<file path="src/rtl/acc_wait_pkg.sv">
package acc_wait_pkg;

    localparam int unsigned ADDR_W     = 24;
    localparam int unsigned CNT_W      = 64;
    localparam int unsigned STEP_CLK   = 2;
    localparam int unsigned TICK_DIV   = 4;
    localparam int unsigned COST_FAST  = 6;
    localparam int unsigned COST_SLOW  = 8;
    localparam int unsigned COST_XSLOW = 12;
    localparam int unsigned COST_DMA   = 4;

    localparam int unsigned MAX_COST  = COST_XSLOW;
    localparam int unsigned MAX_STEPS = MAX_COST / STEP_CLK;
    localparam int unsigned STEP_W    = $clog2(MAX_STEPS + 1);

    typedef enum logic [1:0] {
        REG_FAST  = 2'd0,
        REG_SLOW  = 2'd1,
        REG_XSLOW = 2'd2,
        REG_DMA   = 2'd3
    } acc_region_e;

    typedef logic [STEP_W-1:0] step_cnt_t;

    typedef struct packed {
        logic      busy;
        step_cnt_t left;
        logic      done;
    } pacer_state_t;

    typedef struct packed {
        logic [CNT_W-1:0] count;
    } mclk_state_t;

    function automatic step_cnt_t cost_to_steps(input int unsigned cost);
        return step_cnt_t'(cost / STEP_CLK);
    endfunction

endpackage

</file>
<file path="src/rtl/acc_cost_map.sv">
module acc_cost_map
    import acc_wait_pkg::*;
#(
    parameter int unsigned AW         = ADDR_W,
    parameter int unsigned C_FAST     = COST_FAST,
    parameter int unsigned C_SLOW     = COST_SLOW,
    parameter int unsigned C_XSLOW    = COST_XSLOW,
    parameter int unsigned C_DMA      = COST_DMA
) (
    input  logic [AW-1:0] addr_i,
    input  logic          dma_i,
    input  logic          fast_i,
    output acc_region_e   region_o,
    output step_cnt_t     steps_o
);

    localparam int unsigned BANK_LSB = AW - 8;
    localparam int unsigned PAGE_LSB = AW - 16;

    localparam logic [7:0] PG_SLOW_A_HI = 8'h1F;
    localparam logic [7:0] PG_FAST_A_HI = 8'h3F;
    localparam logic [7:0] PG_XSLOW_HI  = 8'h41;
    localparam logic [7:0] PG_FAST_B_HI = 8'h5F;
    localparam logic [7:0] PG_SLOW_B_HI = 8'h7F;

    localparam step_cnt_t STEPS_FAST  = cost_to_steps(C_FAST);
    localparam step_cnt_t STEPS_SLOW  = cost_to_steps(C_SLOW);
    localparam step_cnt_t STEPS_XSLOW = cost_to_steps(C_XSLOW);
    localparam step_cnt_t STEPS_DMA   = cost_to_steps(C_DMA);

    logic [7:0] bank;
    logic [7:0] page;
    logic       unused_low_bits;

    assign bank = addr_i[BANK_LSB +: 8];
    assign page = addr_i[PAGE_LSB +: 8];
    assign unused_low_bits = ^addr_i[PAGE_LSB-1:0];

    // bank[6] set: banks 40-7F and C0-FF (whole-bank regions)
    // bank[7] set: upper half of the map, where fast-ROM applies
    logic whole_bank;
    logic upper_map;
    logic rom_page;

    assign whole_bank = bank[6];
    assign upper_map  = bank[7];
    assign rom_page   = page[7];

    always_comb begin
        region_o = REG_SLOW;
        if (dma_i) begin
            region_o = REG_DMA;
        end else if (whole_bank) begin
            region_o = (upper_map && fast_i) ? REG_FAST : REG_SLOW;
        end else if (rom_page) begin
            region_o = (upper_map && fast_i) ? REG_FAST : REG_SLOW;
        end else if (page <= PG_SLOW_A_HI) begin
            region_o = REG_SLOW;
        end else if (page <= PG_FAST_A_HI) begin
            region_o = REG_FAST;
        end else if (page <= PG_XSLOW_HI) begin
            region_o = REG_XSLOW;
        end else if (page <= PG_FAST_B_HI) begin
            region_o = REG_FAST;
        end else if (page <= PG_SLOW_B_HI) begin
            region_o = REG_SLOW;
        end
    end

    always_comb begin
        unique case (region_o)
            REG_FAST:  steps_o = STEPS_FAST;
            REG_SLOW:  steps_o = STEPS_SLOW;
            REG_XSLOW: steps_o = STEPS_XSLOW;
            REG_DMA:   steps_o = STEPS_DMA;
            default:   steps_o = STEPS_SLOW;
        endcase
    end

endmodule

</file>
<file path="src/rtl/acc_step_pacer.sv">
module acc_step_pacer
    import acc_wait_pkg::*;
(
    input  logic      clk_i,
    input  logic      rst_ni,
    input  logic      start_i,
    input  step_cnt_t steps_i,
    output logic      busy_o,
    output logic      step_o,
    output logic      done_o
);

    pacer_state_t st_d, st_q;

    always_comb begin
        st_d      = st_q;
        st_d.done = 1'b0;
        if (st_q.busy) begin
            if (st_q.left == step_cnt_t'(1)) begin
                st_d.busy = 1'b0;
                st_d.left = '0;
                st_d.done = 1'b1;
            end else begin
                st_d.left = st_q.left - step_cnt_t'(1);
            end
        end else if (start_i) begin
            st_d.busy = 1'b1;
            st_d.left = steps_i;
        end
    end

    always_ff @(posedge clk_i) begin
        if (!rst_ni) begin
            st_q <= '0;
        end else begin
            st_q <= st_d;
        end
    end

    assign busy_o = st_q.busy;
    assign step_o = st_q.busy;
    assign done_o = st_q.done;

endmodule

</file>
<file path="src/rtl/acc_mclk_counter.sv">
module acc_mclk_counter
    import acc_wait_pkg::*;
#(
    parameter int unsigned CW   = CNT_W,
    parameter int unsigned STEP = STEP_CLK,
    parameter int unsigned DIV  = TICK_DIV
) (
    input  logic          clk_i,
    input  logic          rst_ni,
    input  logic          step_i,
    output logic [CW-1:0] count_o,
    output logic          tick_o
);

    localparam int unsigned DIV_BITS = (DIV > 1) ? $clog2(DIV) : 1;

    mclk_state_t   st_d, st_q;
    logic [CW-1:0] after_step;
    logic          on_boundary;

    assign after_step = st_q.count + CW'(STEP);

    generate
        if ((DIV & (DIV - 1)) == 0) begin : g_pow2
            assign on_boundary = (after_step[DIV_BITS-1:0] == '0);
        end else begin : g_modulo
            assign on_boundary = ((after_step % CW'(DIV)) == '0);
        end
    endgenerate

    always_comb begin
        st_d = st_q;
        if (step_i) begin
            st_d.count = after_step;
        end
    end

    always_ff @(posedge clk_i) begin
        if (!rst_ni) begin
            st_q <= '0;
        end else begin
            st_q <= st_d;
        end
    end

    assign count_o = st_q.count;
    assign tick_o  = step_i && on_boundary;

endmodule

</file>
<file path="src/rtl/acc_wait_timer.sv">
module acc_wait_timer
    import acc_wait_pkg::*;
(
    input  logic              clk_i,
    input  logic              rst_ni,
    input  logic              start_i,
    input  logic [ADDR_W-1:0] addr_i,
    input  logic              dma_i,
    input  logic              fast_rom_i,
    output logic              busy_o,
    output logic              step_o,
    output logic              done_o,
    output logic              vid_tick_o,
    output logic [CNT_W-1:0]  mclk_o
);

    acc_region_e region;
    step_cnt_t   steps;

    acc_cost_map #(
        .AW      (ADDR_W),
        .C_FAST  (COST_FAST),
        .C_SLOW  (COST_SLOW),
        .C_XSLOW (COST_XSLOW),
        .C_DMA   (COST_DMA)
    ) u_map (
        .addr_i   (addr_i),
        .dma_i    (dma_i),
        .fast_i   (fast_rom_i),
        .region_o (region),
        .steps_o  (steps)
    );

    logic unused_region;
    assign unused_region = ^region;

    acc_step_pacer u_pacer (
        .clk_i   (clk_i),
        .rst_ni  (rst_ni),
        .start_i (start_i),
        .steps_i (steps),
        .busy_o  (busy_o),
        .step_o  (step_o),
        .done_o  (done_o)
    );

    acc_mclk_counter #(
        .CW   (CNT_W),
        .STEP (STEP_CLK),
        .DIV  (TICK_DIV)
    ) u_cnt (
        .clk_i   (clk_i),
        .rst_ni  (rst_ni),
        .step_i  (step_o),
        .count_o (mclk_o),
        .tick_o  (vid_tick_o)
    );

endmodule

</file>
<file path="config.mk">
export PLATFORM = sky130hd
export DESIGN_NAME = acc_wait_timer
export DESIGN_NICKNAME = d
export VERILOG_FILES = /design/src/rtl/acc_wait_pkg.sv /design/src/rtl/acc_cost_map.sv /design/src/rtl/acc_step_pacer.sv /design/src/rtl/acc_mclk_counter.sv /design/src/rtl/acc_wait_timer.sv
export SDC_FILE = /design/constraint.sdc
export NUM_CORES = 1
export LEC_CHECK = 0
export BUFFER_PORTS_ARGS = -buffer_cell sky130_fd_sc_hd__buf_2
export CORE_MARGIN = 10
export CORE_UTILIZATION = 52
export DETAILED_ROUTE_END_ITERATION = 7
export PLACE_DENSITY_LB_ADDON = 0.3
export SYNTH_ARGS = -nofsm -noshare
export SYNTH_HDL_FRONTEND = slang
export SYNTH_HIERARCHICAL = 1
export SYNTH_SLANG_ARGS = --single-unit
</file>
<file path="constraint.sdc">
create_clock -name clk_i -period 2.2 [get_ports clk_i]
set_input_delay 0.22 -clock clk_i [delete_from_list [all_inputs] [get_ports clk_i]]
set_output_delay 0.22 -clock clk_i [all_outputs]
set_load 0.01 [all_outputs]
</file>
After elaboration in Yosys (flattened, before gate mapping)

Index checks and enable logic that the tools add are counted.

Bits in registers: 69
Input port bits: 29
Output and inout port bits: 68
Word-level logic and storage cells: 34

Add/subtract/negate cells: 2
Magnitude comparators: 4
Equality and inequality tests: 4
Muxes and demuxes: 14
Reductions and logical operators: 6

Operators by type and width:

| operator                                                        | number |
|---|---|
| adder 64 x 2 -> 64 bit (second input constant)                  | 1 |
| less-or-equal comparator 8 x 7 -> 1 bit (second input constant) | 2 |
| 2-to-1 mux 2 bit                                                | 6 |
| one-hot mux 3 bit (4 select lines)                              | 1 |
| less-or-equal comparator 8 x 5 -> 1 bit (second input constant) | 1 |
| less-or-equal comparator 8 x 6 -> 1 bit (second input constant) | 1 |
| 2-to-1 mux 4 bit                                                | 2 |
| == test 2 bit (second input constant)                           | 2 |
| zero test 2 bit                                                 | 2 |
| 2-to-1 mux 1 bit                                                | 4 |
| == test 3 x 1 -> 1 bit (second input constant)                  | 1 |
| 2-to-1 mux 3 bit                                                | 1 |
| subtractor 3 x 1 -> 3 bit (second input constant)               | 1 |
| == test 2 x 1 -> 1 bit (second input constant)                  | 1 |
| logical AND 1 bit                                               | 2 |
| AND reduction 2 bit                                             | 1 |
| nonzero test 2 bit                                              | 1 |

Depth between registers and ports, before layout

Gate-level depths: netlist of the first run.

Word-level depth: 12
Gate-level depth with buffers: 8

By module

The synthesis of the first run kept the hierarchy.

By module, submodules not included:

| module           | instances | cells an instance | area an instance (um^2) | sequential area each (um^2) |
|---|---|---|---|---|
| acc_mclk_counter | 1         | 358               | 3116.7                  | 1261.2 |
| acc_step_pacer   | 1         | 29                | 270.3                   | 100.1 |
| acc_cost_map     | 1         | 14                | 106.4                   | 0.0 |

Worst setup path before layout of the first run

OpenSTA, ideal clock, no wires.

Path kind: flip-flop to flip-flop
From: register u_pacer.st_q, in the netlist u_pacer/busy_o
To: register u_cnt.st_q, in the netlist u_cnt/count_o[61]
Setup time: 0.070 ns
Arrival: 2.057 ns
Required time: 2.130 ns
Path slack: 0.074 ns
Stages on the path, launching flop included: 8
Period minus slack after synthesis: 2.126 ns
Cell sequence: dfxtp_1 > buf_4 > buf_6 > nand4_4 > nor4_4 > nand3_2 > or4_1 > a21oi_1

RTL lines:

| item                   | line                   | RTL |
|---|---|---|
| start, declared        | acc_step_pacer.sv:13   | `pacer_state_t st_d, st_q;` |
| start signal, assigned | acc_step_pacer.sv:36   | `st_q <= st_d;` |
| end signal, assigned   | acc_mclk_counter.sv:42 | `st_q <= st_d;` |
| end, declared          | acc_mclk_counter.sv:17 | `mclk_state_t st_d, st_q;` |

Worst setup path after layout of the first run

From: register u_cnt.st_q, in the netlist u_cnt/count_o[20]
To: register u_cnt.st_q, in the netlist u_cnt/count_o[52]

Longest elaborated chain between the ends: 1

RTL lines:

| item                   | line                   | RTL |
|---|---|---|
| adder 64 x 2 -> 64 bit | acc_mclk_counter.sv:21 | `assign after_step = st_q.count + CW'(STEP);` |

No other way between the ends.
A chain may end at the register's enable or synchronous reset.

==> results of run 1 <==
-- layout make-up --
class / instances / share of cell area
multi-input combinational: 303 / 0.459
sequential: 68 / 0.313
timing repair buffer: 114 / 0.154
clock buffer: 9 / 0.0285
tap: 77 / 0.0222
clock inverter: 7 / 0.0121
inverter: 13 / 0.0112
-- power breakdown --
group	total, mW	switching, mW	internal, mW
Combinational	0.130	0.0751	0.0547
Clock	0.930	0.519	0.411
Sequential	1.25	0.00920	1.24
-- through the flow --
step | total power, mW | cells | util
floorplan | 1.37 | 399 | -
global placement | 1.40 | 574 | 0.645
detailed placement | 1.41 | 574 | 0.645
CTS | 2.33 | 590 | 0.672
global route | 2.39 | 591 | 0.677
finish | 2.31 | 591 | 0.677
-- worst min path at each step --
| stage | slack [ns] | end | depth (start not counted) |
|---|---|---|---|
| after floorplan | 0.34 | u_pacer/st_q[2] | 1 |
| after global placement | 0.46 | u_pacer/st_q[3] | 2 |
| after detailed placement | 0.48 | u_pacer/st_q[3] | 2 |
| after CTS | 0.23 | u_cnt/count_o[40] | 2 |
| after global routing | 0.24 | u_cnt/count_o[40] | 2 |
| final | 0.24 | u_cnt/count_o[40] | 2 |
-- flip-flops by register name (all words and copies together), names as in the netlist --
register / count
u_pacer/busy_o: 1
u_pacer/st_q: 3
u_cnt/count_o: 63
u_pacer/done_o: 1
-- per-layer routing --
metal	routed length [um]	part of all wire
met4	119	0.012
met1	3970	0.41
met5	0	0
met3	686	0.071
met2	4860	0.50
-- what timing repair did --
item | 4_1_cts | 5_1_grt
resized for setup | 0 | 5
setup buffers | 0 | 1
setup endpoints to repair | 0 | 16
==> summary.md, run 1 <==
| Metric | Value |
|---|---|
| Final WL | `9640 um` |
| Reg2Reg Depth | `6` |
| First-pass GRT wire length | `15900 um` |
| Worst hold path class | `in -> reg` |
| Port Buffers | `80` |
| Worst Setup EP | `u_cnt/count_o[52]` |
| Peak supply drop | `0.369 mV` |
| Avg Cell Area, Syn | `8.71 sq um` |
| Worst setup startpoint | `u_cnt/count_o[20]` |
| Max incr delay on CP | `0.56 ns` |
| Period minus WS final | `2.09 ns` |
| Post-DR vias/cell | `5.83` |
| Mapped Area | `3480 sq um` |
| CTS tree | `built` |
| CTS Root Cell | `clkbuf_8` |
| Final instance area | `4350 sq um` |
| Hpwl dp | `7110 um` |
| GP Congestion | `0.814` |
| Crit path max-delay cell type | `or4_1` |
| Layout Skew | `0.00773 ns` |
| # setup viols final | `0` |
| Final ANT Viol Nets | `0` |
| Reg-to-Reg Start | `u_cnt/count_o[20]` |
| Core Region | `6420 sq um` |
| Die area | `10400 sq um` |
| Pwr Density | `531 nW/um^2` |
| Top Usage Layer GRT | `met2` |
| Storage cell area | `1360 sq um` |
| DR pass1 iterations | `4` |
| Buffers & Inverters on Critical Path | `1` |
| Initial Util | `0.541` |
| GR Layer Usage met2 | `0.321` |
| Chip Height | `102 um` |
| Worst-Margin Slew | `0.517 ns` |
| Pleak | `1.79 nW` |
| Tot GR Track Use | `0.188` |
| Synth Instances | `399` |
| Levels on crit path | `6` |
| Ratio of final minimum period to clock period | `0.949` |
| RSZ-0062 raised after global routing | `yes` |
| Sink Count | `68` |
| Clock Pin Slew Worst Setup and Hold Paths | `0.08 ns` |
| Slew headroom | `0.655` |
| Largest net degree at the start of global routing | `29` |
| RR Endpoint | `u_cnt/count_o[52]` |
| Final Net Count | `543` |
| Area of the multi-input gates | `2000 sq um` |
| Most frequent cells in the layout | `80 x buf_2, 67 x dfxtp_1, 38 x nor2_1` |
| Clock buffer depth | `2` |
| Hold slack | `0.235 ns` |
| CP Capture Type | `register` |
| Total Neg Setup Slack | `0 ns` |
| CP max FO | `11` |
| CTS Buf Count | `9` |
| Worst-Skew Late Latency | `0.35 ns` |
| Global Route met3 Usage | `0.0613` |
| Inserted Diodes | `0` |
| YS warnings | `6` |
| Min-delay src | `rst_ni` |
| CP cell instances | `nand4_2, nor4_4, buf_4, nand3_2, or4_1, a21oi_1` |
| Crit path DAT | `2.37 ns` |
| Syn nets | `433` |
| Final hold violation count | `0` |
| Reg-to-reg slack, setup | `0.11 ns` |
| FP Rows | `29` |
| Area grow syn2layout | `25.1%` |
| DR WL/cell | `16.3 um` |
| Depth of the CTS H-tree | `3` |
| Met1 Usage GRT | `0.213` |
| Total gr overflow | `0` |
| CP Launch Type | `register` |
| DRC | `0` |
| Share of cells above drive strength 1 | `0.302` |
| Max-slew violations | `0` |
| Number of fill cells | `549` |
| Kind of critical path | `reg -> reg` |
| Max-cap violations | `0` |
| Cell family with most CP delay | `simple AND/OR/NAND/NOR gates` |
| Worst Path Required | `2.49 ns` |
| I/O pins | `97` |
| Via Count | `3447` |
| Post-CTS Hold Buffers | `0` |
| Area after DPL | `4140 sq um` |
| Max Clock Freq | `0.479 GHz` |
| Drt first-iter violations | `137` |
| Die Span X | `102 um` |
| Worst setup slack after layout | `0.113 ns` |
| Initial antenna violation count | `0` |
| Number of global-route vias before repair | `3359` |
| Pre-CTS setup slack | `0.0881 ns` |
| Status | `finished clean` |
| Most common cell after layout, fill and taps aside | `buf_2` |
Note: power is estimated with default switching activity, not from simulation.
==> run 2, diff against run 1 <==
clock period = 2.1 ns   (was 2.2 ns; I/O delays follow)
==> summary.md, run 2 (same netlist as run 1, synthesis figures left out) <==
| Metric | Value |
|---|---|
| Hold slack | `0.234 ns (-0.00121 ns)` |
| Worst setup startpoint | `u_cnt/count_o[11]` |
| Sw Pwr | `0.567 mW (-6.1%)` |
| Kind of critical path | `reg -> reg` |
| Hpwl dp | `7340 um (+3.2%)` |
| Number of fill cells | `502 (-8.6%)` |
| First-pass GRT wire length | `15700 um (-1.0%)` |
| CP Capture Type | `register` |
| Final WL | `9740 um (+1.1%)` |
| Pre-CTS setup slack | `0.0130 ns (-0.0751 ns)` |
| Inserted Diodes | `0 (unchanged)` |
| Cell family with most CP delay | `simple AND/OR/NAND/NOR gates` |
| Ratio of final minimum period to clock period | `0.955 (+0.00684)` |
| Layout Skew | `0.00707 ns (-0.000659 ns)` |
| Sw frac | `0.235 (-0.0259)` |
| DR WL/cell | `16.0 um (-2.0%)` |
| Combinational power share | `0.056 (about the same)` |
| Post-Place Cells | `593 (+3.3%)` |
| CP cell instances | `nand4_4, nor4_4, buf_4, nand2_1, or4_1, a21oi_1` |
| Clock power frac | `0.400 (-0.003)` |
| DR pass1 iterations | `4 (unchanged)` |
| Initial antenna violation count | `0 (unchanged)` |
| Post-DR vias/cell | `5.76 (-1.3%)` |
| Total Neg Setup Slack | `0 ns (unchanged)` |
| Max reg flops | `63 (unchanged)` |
| CTS tree | `built` |
| Status | `finished clean` |
| CTS Buf Count | `9 (unchanged)` |
| DRC | `0 (unchanged)` |
| Area grow syn2layout | `30.2%` |
| Max-slew violations | `0 (unchanged)` |
| Max-cap violations | `0 (unchanged)` |
| Final Net Count | `563 (+3.7%)` |
| Clock buffer depth | `2 (unchanged)` |
| Most common cell after layout, fill and taps aside | `buf_2` |
| Post-CTS Hold Buffers | `0 (unchanged)` |
| Period minus WS final | `2.01 ns (-0.0805 ns)` |
| RSZ-0062 raised after global routing | `yes` |
| CTS Root Cell | `clkbuf_8` |
| Worst setup slack after layout | `0.0935 ns (-0.0195 ns)` |
| Reg-to-Reg Start | `u_cnt/count_o[11]` |
| Sink Count | `68 (unchanged)` |
| Worst-Skew Late Latency | `0.34 ns (about the same)` |
| CP Launch Type | `register` |
| FP Rows | `29 (unchanged)` |
| Number of global-route vias before repair | `3421 (+1.8%)` |
| Layout Cells excl Fill | `610 (+3.2%)` |
| Reg2Reg Depth | `6 (unchanged)` |
| Die area | `10400 sq um (unchanged)` |
| Buffers & Inverters on Critical Path | `1 (unchanged)` |
| Crit path DAT | `2.29 ns (-0.08 ns)` |
| Via Count | `3513 (+1.9%)` |
| Crit path max-delay cell type | `or4_1` |
| Drt first-iter violations | `159 (+16%)` |
| Initial Util | `0.541 (unchanged)` |
| Most frequent cells in the layout | `80 x buf_2, 68 x dfxtp_1, 53 x buf_4` |
| Min-delay src | `start_i` |
| Area after DPL | `4280 sq um (+3.4%)` |
| Total gr overflow | `0 (unchanged)` |
| Internal Power | `1.84 mW (+7.9%)` |
| Pwr Density | `532 nW/um^2 (+0.21%)` |
| Share of cells above drive strength 1 | `0.326 (+0.0249)` |
| Largest net degree at the start of global routing | `27 (-6.9%)` |
| Worst hold path class | `in -> reg` |
| Reg power frac | `0.544 (+0.003)` |
| I/O pins | `97 (unchanged)` |
| Port Buffers | `80 (unchanged)` |
| CP max FO | `6 (-5)` |
| Chip Height | `102 um (unchanged)` |
| # setup viols final | `0 (unchanged)` |
| Max incr delay on CP | `0.49 ns (-0.07 ns)` |
| Pleak | `1.93 nW (+7.7%)` |
| Reg-to-reg slack, setup | `0.09 ns (-0.02 ns)` |
| Worst hold stages | `3 (+1)` |
| Core Region | `6420 sq um (unchanged)` |
| Tot GR Track Use | `0.187 (-0.00121)` |
| Max Clock Freq | `0.498 GHz (+4.0%)` |
| Depth of the CTS H-tree | `3 (unchanged)` |
| Final instance area | `4520 sq um (+4.1%)` |
| Peak supply drop | `0.335 mV (-9.1%)` |
| GP Congestion | `0.812 (-0.21%)` |
| Final hold violation count | `0 (unchanged)` |
| Clock Pin Slew Worst Setup and Hold Paths | `0.07 ns (about the same)` |
| RR Endpoint | `u_cnt/count_o[51]` |
| Die Span X | `102 um (unchanged)` |
| Worst Path Required | `2.38 ns (-0.11 ns)` |
| WHS Endpoint | `u_pacer/st_q[3]` |
| Final ANT Viol Nets | `0 (unchanged)` |
## run 2: worst max path at each step
| stage | slack (ns) | end | cells past startpoint |
|---|---|---|---|
| after floorplan | 0.01 | u_cnt/count_o[52] | 8 |
| after global placement | 0.09 | u_cnt/count_o[61] | 5 |
| after detailed placement | 0.01 | u_cnt/count_o[61] | 5 |
| after CTS | 0.0007 | u_cnt/count_o[61] | 5 |
| after global routing | -0.01 | u_cnt/count_o[51] | 6 |
| final | 0.09 | u_cnt/count_o[51] | 6 |
## run 2: metal layers
metal,wire length (um),GRT usage
met5,0,0
met2,4950,0.330
met4,135,0.0748
met1,4070,0.216
met3,589,0.0395
## run 2: power by group through the flow
stage | Clock [mW] | Sequential (mW) | Combinational, mW
2_1_floorplan | 0 | 1.34 | 0.0904
3_3_place_gp | 0 | 1.34 | 0.131
3_5_place_dp | 0 | 1.34 | 0.135
4_1_cts | 0.982 | 1.31 | 0.135
5_1_grt | 1.03 | 1.31 | 0.151
6_report | 0.964 | 1.31 | 0.135
## run 2: cell type report
class,count,area (sq um),area share
multi-input combinational,303,2030,0.449
sequential,68,1360,0.301
timing repair buffer,134,818,0.181
clock buffer,13,159,0.0351
tap,77,96.3,0.0213
inverter,13,48.8,0.0108
clock inverter,2,10.0,0.00221
## run 2: repair_timing
item / 4_1_cts / 5_1_grt
hold endpoints to repair: 0 / 0
setup endpoints to repair: 0 / 19
buffers inserted: 0 / 2
resized for setup: 0 / 10
## run 2: metrics by stage
step | utilization | power, mW
after detailed placement | 0.667 | 1.47
after CTS | 0.693 | 2.43
after global placement | 0.667 | 1.47
final | 0.704 | 2.41
after floorplan | - | 1.43
after global routing | 0.704 | 2.49
## run 2: worst reg2reg max path: stages, from the launching register on
cell and delay (ns):
dfxtp_1 0.43, nand4_4 0.22, nor4_4 0.37, buf_4 0.19, nand2_1 0.09, or4_1 0.49, a21oi_1 0.15
